**src/rtl/opnd_ea_pkg.sv**
```systemverilog
package opnd_ea_pkg;

    localparam int unsigned DATA_W = 16;
    localparam int unsigned REG_N  = 8;
    localparam int unsigned IDX_W  = $clog2(REG_N);
    localparam int unsigned SPEC_W = 6;
    localparam logic [IDX_W-1:0] PC_IDX = IDX_W'(REG_N - 1);

    typedef enum logic [2:0] {
        AM_REG    = 3'd0,
        AM_DEF    = 3'd1,
        AM_INC    = 3'd2,
        AM_INCDEF = 3'd3,
        AM_DEC    = 3'd4,
        AM_DECDEF = 3'd5,
        AM_IDX    = 3'd6,
        AM_IDXDEF = 3'd7
    } amode_e;

    typedef enum logic [2:0] {
        ST_IDLE,
        ST_EXEC,
        ST_INDEX,
        ST_PTR,
        ST_DONE
    } ea_state_e;

    typedef struct packed {
        amode_e           mode;
        logic [IDX_W-1:0] rn;
        logic             byte_op;
    } ea_req_t;

    function automatic ea_req_t unpack_spec(logic [SPEC_W-1:0] s, logic b);
        ea_req_t r;
        r.mode    = amode_e'(s[5:3]);
        r.rn      = s[2:0];
        r.byte_op = b;
        return r;
    endfunction

    // Deferred step modes and the program counter always move by a full word.
    function automatic logic full_step(ea_req_t r);
        return (r.mode == AM_INCDEF) || (r.mode == AM_DECDEF) ||
               !r.byte_op || (r.rn == PC_IDX);
    endfunction

endpackage

```
**src/rtl/opnd_ea_step.sv**
```systemverilog
module opnd_ea_step
    import opnd_ea_pkg::*;
#(
    parameter int unsigned DW = DATA_W
) (
    input  ea_req_t       req,
    output logic [DW-1:0] delta
);
    localparam logic [DW-1:0] WORD_STEP = DW'(2);
    localparam logic [DW-1:0] BYTE_STEP = DW'(1);

    always_comb delta = full_step(req) ? WORD_STEP : BYTE_STEP;
endmodule

```
**src/rtl/opnd_ea_regfile.sv**
```systemverilog
module opnd_ea_regfile
    import opnd_ea_pkg::*;
#(
    parameter int unsigned DW = DATA_W,
    parameter int unsigned N  = REG_N,
    localparam int unsigned IW = $clog2(N)
) (
    input  logic          clk,
    input  logic          rst,
    input  logic          ext_we,
    input  logic [IW-1:0] ext_sel,
    input  logic [DW-1:0] ext_wdata,
    input  logic          int_we,
    input  logic [IW-1:0] int_sel,
    input  logic [DW-1:0] int_wdata,
    input  logic [IW-1:0] ra_sel,
    output logic [DW-1:0] ra_data,
    input  logic [IW-1:0] rb_sel,
    output logic [DW-1:0] rb_data,
    input  logic [IW-1:0] rc_sel,
    output logic [DW-1:0] rc_data
);
    logic [DW-1:0] regs [N];

    for (genvar g = 0; g < N; g++) begin : g_reg
        always_ff @(posedge clk) begin
            if (rst)
                regs[g] <= '0;
            else if (int_we && int_sel == IW'(g))
                regs[g] <= int_wdata;
            else if (ext_we && ext_sel == IW'(g))
                regs[g] <= ext_wdata;
        end
    end

    always_comb begin
        ra_data = regs[ra_sel];
        rb_data = regs[rb_sel];
        rc_data = regs[rc_sel];
    end
endmodule

```
**src/rtl/opnd_ea_ctrl.sv**
```systemverilog
module opnd_ea_ctrl
    import opnd_ea_pkg::*;
#(
    parameter int unsigned DW = DATA_W
) (
    input  logic              clk,
    input  logic              rst,
    input  logic              start,
    input  logic [SPEC_W-1:0] spec,
    input  logic              byte_op,
    output ea_req_t           req_q,
    input  logic [DW-1:0]     delta,
    input  logic [DW-1:0]     reg_q,
    input  logic [DW-1:0]     pc_q,
    output logic              wr_en,
    output logic [IDX_W-1:0]  wr_idx,
    output logic [DW-1:0]     wr_data,
    output logic              mem_req,
    output logic [DW-1:0]     mem_addr,
    input  logic [DW-1:0]     mem_rdata,
    input  logic              mem_valid,
    output logic              done,
    output logic              is_reg,
    output logic [DW-1:0]     ea
);
    localparam logic [DW-1:0] PC_STEP = DW'(2);

    ea_state_e     st;
    logic [DW-1:0] addr_q, ea_q;
    logic          isreg_q;
    logic [DW-1:0] idx_sum;

    always_comb idx_sum = mem_rdata + reg_q;

    always_ff @(posedge clk) begin
        if (rst) begin
            st      <= ST_IDLE;
            req_q   <= '0;
            addr_q  <= '0;
            ea_q    <= '0;
            isreg_q <= 1'b0;
        end else begin
            unique case (st)
                ST_IDLE: if (start) begin
                    req_q <= unpack_spec(spec, byte_op);
                    st    <= ST_EXEC;
                end
                ST_EXEC: begin
                    isreg_q <= 1'b0;
                    unique case (req_q.mode)
                        AM_REG: begin
                            isreg_q <= 1'b1;
                            ea_q    <= DW'(req_q.rn);
                            st      <= ST_DONE;
                        end
                        AM_DEF, AM_INC: begin
                            ea_q <= reg_q;
                            st   <= ST_DONE;
                        end
                        AM_INCDEF: begin
                            addr_q <= reg_q;
                            st     <= ST_PTR;
                        end
                        AM_DEC: begin
                            ea_q <= reg_q - delta;
                            st   <= ST_DONE;
                        end
                        AM_DECDEF: begin
                            addr_q <= reg_q - delta;
                            st     <= ST_PTR;
                        end
                        default: begin
                            addr_q <= pc_q;
                            st     <= ST_INDEX;
                        end
                    endcase
                end
                ST_INDEX: if (mem_valid) begin
                    if (req_q.mode == AM_IDX) begin
                        ea_q <= idx_sum;
                        st   <= ST_DONE;
                    end else begin
                        addr_q <= idx_sum;
                        st     <= ST_PTR;
                    end
                end
                ST_PTR: if (mem_valid) begin
                    ea_q <= mem_rdata;
                    st   <= ST_DONE;
                end
                default: st <= ST_IDLE;
            endcase
        end
    end

    always_comb begin
        wr_en   = 1'b0;
        wr_idx  = req_q.rn;
        wr_data = reg_q;
        if (st == ST_EXEC) begin
            unique case (req_q.mode)
                AM_INC, AM_INCDEF: begin
                    wr_en   = 1'b1;
                    wr_data = reg_q + delta;
                end
                AM_DEC, AM_DECDEF: begin
                    wr_en   = 1'b1;
                    wr_data = reg_q - delta;
                end
                AM_IDX, AM_IDXDEF: begin
                    wr_en   = 1'b1;
                    wr_idx  = PC_IDX;
                    wr_data = pc_q + PC_STEP;
                end
                default: wr_en = 1'b0;
            endcase
        end
    end

    always_comb begin
        mem_req  = (st == ST_INDEX) || (st == ST_PTR);
        mem_addr = addr_q;
        done     = (st == ST_DONE);
        is_reg   = isreg_q;
        ea       = ea_q;
    end
endmodule

```
**src/rtl/opnd_ea_unit.sv**
```systemverilog
module opnd_ea_unit
    import opnd_ea_pkg::*;
#(
    parameter int unsigned DW = DATA_W
) (
    input  logic              clk,
    input  logic              rst,
    input  logic              start,
    input  logic [SPEC_W-1:0] spec,
    input  logic              byte_op,
    input  logic              rf_we,
    input  logic [IDX_W-1:0]  rf_sel,
    input  logic [DW-1:0]     rf_wdata,
    input  logic [IDX_W-1:0]  rd_sel,
    output logic [DW-1:0]     rd_data,
    output logic              mem_req,
    output logic [DW-1:0]     mem_addr,
    input  logic [DW-1:0]     mem_rdata,
    input  logic              mem_valid,
    output logic              done,
    output logic              is_reg,
    output logic [DW-1:0]     ea
);
    ea_req_t          req_q;
    logic [DW-1:0]    delta, reg_q, pc_q, wr_data;
    logic             wr_en;
    logic [IDX_W-1:0] wr_idx;

    opnd_ea_step #(.DW(DW)) u_step (
        .req   (req_q),
        .delta (delta)
    );

    opnd_ea_regfile #(.DW(DW), .N(REG_N)) u_rf (
        .clk       (clk),
        .rst       (rst),
        .ext_we    (rf_we),
        .ext_sel   (rf_sel),
        .ext_wdata (rf_wdata),
        .int_we    (wr_en),
        .int_sel   (wr_idx),
        .int_wdata (wr_data),
        .ra_sel    (req_q.rn),
        .ra_data   (reg_q),
        .rb_sel    (PC_IDX),
        .rb_data   (pc_q),
        .rc_sel    (rd_sel),
        .rc_data   (rd_data)
    );

    opnd_ea_ctrl #(.DW(DW)) u_ctrl (
        .clk       (clk),
        .rst       (rst),
        .start     (start),
        .spec      (spec),
        .byte_op   (byte_op),
        .req_q     (req_q),
        .delta     (delta),
        .reg_q     (reg_q),
        .pc_q      (pc_q),
        .wr_en     (wr_en),
        .wr_idx    (wr_idx),
        .wr_data   (wr_data),
        .mem_req   (mem_req),
        .mem_addr  (mem_addr),
        .mem_rdata (mem_rdata),
        .mem_valid (mem_valid),
        .done      (done),
        .is_reg    (is_reg),
        .ea        (ea)
    );
endmodule

```
**config.mk**
```make
export PLATFORM = sky130hd
export DESIGN_NAME = opnd_ea_unit
export DESIGN_NICKNAME = d
export VERILOG_FILES = /design/src/rtl/opnd_ea_pkg.sv /design/src/rtl/opnd_ea_step.sv /design/src/rtl/opnd_ea_regfile.sv /design/src/rtl/opnd_ea_ctrl.sv /design/src/rtl/opnd_ea_unit.sv
export SDC_FILE = /design/constraint.sdc
export NUM_CORES = 1
export LEC_CHECK = 0
export BUFFER_PORTS_ARGS = -buffer_cell sky130_fd_sc_hd__buf_4
export CORE_MARGIN = 2
export CORE_UTILIZATION = 40
export CTS_CLUSTER_DIAMETER = 40
export DETAILED_ROUTE_END_ITERATION = 10
export PLACE_DENSITY = 0.67
export SLEW_MARGIN = 20
export SYNTH_ARGS = -nofsm -noshare
export SYNTH_HDL_FRONTEND = slang
export SYNTH_SLANG_ARGS = --single-unit
```
**constraint.sdc**
```tcl
create_clock -name clk -period 13.8 [get_ports clk]
set_clock_uncertainty 0.15 [all_clocks]
set_input_delay 2.76 -clock clk [delete_from_list [all_inputs] [get_ports clk]]
set_output_delay 2.76 -clock clk [all_outputs]
set_load 0.02 [all_outputs]
```
==> results.md <==
- Post_cts resized: 0
- EDFF count, synth: 128
- # rows: 65
- Residual DRC: 0
- Synth Register Bits: 174
- Mapped cell area: 12710 sq um
- PD cells: 106.3 nW/um^2
- Worst endpoint required time: 10.89 ns
- Synth cell count leaders: 128 x edfxtp_1, 101 x nand2_1, 97 x a22o_1, 80 x nor2_1, 70 x a21oi_1
- Max FO, Critical Path: 32
- Synth Flop Type: edfxtp_1
- Top-count cell post-synth: edfxtp_1
- Largest area contributor in the netlist: edfxtp_1
- PortBufs: 100
- IR drop worst, VDD: 0.06363 mV
- DP Area: 13810 sq um
- Die area: between 30000 and 40000 sq um
- Initial core utilization: 40.48%
- Post-CTS Setup Bufs: 0
- Worst R2R Setup Slack: 8.55 ns
- Reg with most FFs: u_rf.regs
- Core Area: 31390 sq um
- Slew margin rel.: 26.43%
- Fin Setup TNS: 0 ns
- Die W: 182.2 microns
- Share of the cycle needed by the critical path after routing: a little over half
- Max FFs per register: about 130
- Area contributors post-synth: edfxtp_1 30%, mux4_2 9.6%, dfxtp_1 7.2%
- Htree depth: 4
- Class of the worst hold path: reg -> reg
- DRT Pass-1 Iters: 5
- Reg power frac: 40.2%
- CTS max path bufs: 2
- Initial drt markers: 1632
- Post-synth net total: 1300
- Boundary Pins: 101
- Arr. time, crit path: 4.38 ns
- Layout cell share with drive strength beyond 1: 23.93%
- RSZ-0062 raised after global routing: false
- Hold Violations, Final: 0
- Synth cell types: 86
- CP Capture Type: primary output
- Drt total wl: 43120 microns
- Fmax: ~140 MHz
- Gate Count Post-Synth: 1226
- GRT Total Usage: 25.75%
- Vias per Instance: about 6.6
- Fraction of registers with async set/reset: 0%
- Grt total ovfl: 0
- DIE HEIGHT: 182.2 microns
- Clock slew at reported path FFs: 0.07 ns
- Clk_lat worst skew: approximately 0.45 ns
- Status: completed
- Synth top area share: 30.25%
- Synth-to-Final Area Change: 13.41%
- GPL Wtd Cong: about 0.94
- Synthesized area per cell: approximately 10 sq um
- Number of global-route vias before repair: 10737
- P_int: 1.005 mW
- Max Transition Viols Final: 0
- Clock Tree Root: clkbuf_16
- Clock power share: 32.6%
- Global-route wire length before repair: between 60000 and 70000 microns
- Sequential fraction of the synthesis area: 37.50%
- Antenna Violating Nets Remaining: 0
- CP Launch Type: primary input
- TritonCTS buffer count: 17
- Max_cap viols: 0
- Largest net degree at the start of global routing: 53
- Cts hold-fix bufs: 0
- Post-layout min period: 7.285 ns
- Static Leakage: 5.138 nW
- Via count: 11195
- Ys Warns: 0
- Nets: 1344
- Switch Pwr: 527.8 uW
- DR WL/cell: 25.59 microns
- Worst slew pin tran: ~1.1 ns
- Initial antenna violation count: 0
- Post-DP HPWL: 29920 microns
- Post-route cell area: ~14000 sq um
- Crit Path Class: in -> out
- CTS tree: yes
- Comb power frac: 27.2%
- Final setup fails: 0
- Diodes inserted: 0
- Switching share of power: ~34%
- TritonCTS sink count: about 170
path summary, 6_finish.rpt:
path	startpoint	to	cells past startpoint
max	rd_sel[0]	rd_data[5]	4
max reg2reg	flip-flop	u_ctrl.ea[15]	13
min	u_ctrl.ea[3]	u_ctrl.ea[3]	2
min reg2reg	u_ctrl.ea[3]	u_ctrl.ea[3]	2
layout make-up:
type / instances / area (sq um)
repair buffers: 130 / 975.9
inverters: 30 / 112.6
flip-flops and latches: 174 / 4768
well taps: 402 / 503.0
clock inverters: 15 / 173.9
multi-input cells: 917 / 7452
fillers: 2867 / 16980
clock buffers: 17 / 425.4
critical path, stage by stage:
cell and delay (ns):
buf_4 0.53, mux4_2 0.58, mux2_2 0.31, buf_4 0.17
per-stage QoR:
| stage | power, mW | setup WS [ns] | cells | hold WS (ns) | utilization, % |
|---|---|---|---|---|---|
| 2_1_floorplan | 0.9125 | 6.493 | 1226 | 0.3100 | - |
| 3_3_place_gp | 1.030 | 6.516 | 1653 | 0.2972 | 43.99 |
| 3_5_place_dp | 1.035 | 6.503 | 1653 | 0.2970 | 43.99 |
| 4_1_cts | 1.524 | 6.494 | 1685 | 0.3065 | 45.90 |
| 5_1_grt | 1.580 | 6.424 | 1685 | 0.3276 | 45.91 |
| 6_report | 1.532 | 6.515 | 1685 | 0.3069 | 45.91 |
placed cells by master, fill, tap and decap left out, drive strengths merged, types with 11 or more instances in the layout:
cell type and count:
nor4 15, a211oi 19, nor3 29, mux2i 37
o211ai 18, or3 11, xnor2 27, a22o 97
mux4 62, a21oi 71, nor2 80, nand4 14
nor2b 12, mux2 24, a31oi 12, nand2 101
dfxtp 46, buf 130, ha 21, xor2 15
clkbuf 17, o22ai 13, nand3 45, inv 34
o21ai 70, edfxtp 128
metal layers:
metal / up-vias / track usage, % / wire [microns]
met5: - / 0 / 0
met4: 0 / 11.29 / 1704
met3: 123 / 5.069 / 4111
met2: 642 / 41.50 / 20380
met1: 5501 / 33.79 / 16920
li1: 4929 / - / -
power by group through the flow:
stage          sequential (mW)  combinational [mW]  clock [mW]
4_1_cts                  0.614               0.412       0.498
6_report                 0.615               0.417       0.500
5_1_grt                  0.618               0.445       0.517
3_3_place_gp             0.625               0.404           0
2_1_floorplan            0.613               0.300           0
3_5_place_dp             0.626               0.409           0
kinds of logic (layout without fill, tap and decap cells):
kind of cell,count (synthesis),count (layout),share of synthesized area [%]
AO/OA/AOI/OAI,385,385,22.20
XOR/XNOR,42,42,2.895
multiplexers,123,123,16.98
flip-flops,174,174,37.50
adder cells (fa/ha/maj),24,24,2.540
AND/OR/NAND/NOR,343,343,13.23
buffers and inverters,135,192,4.657
Note: power is estimated with default switching activity, not from simulation.
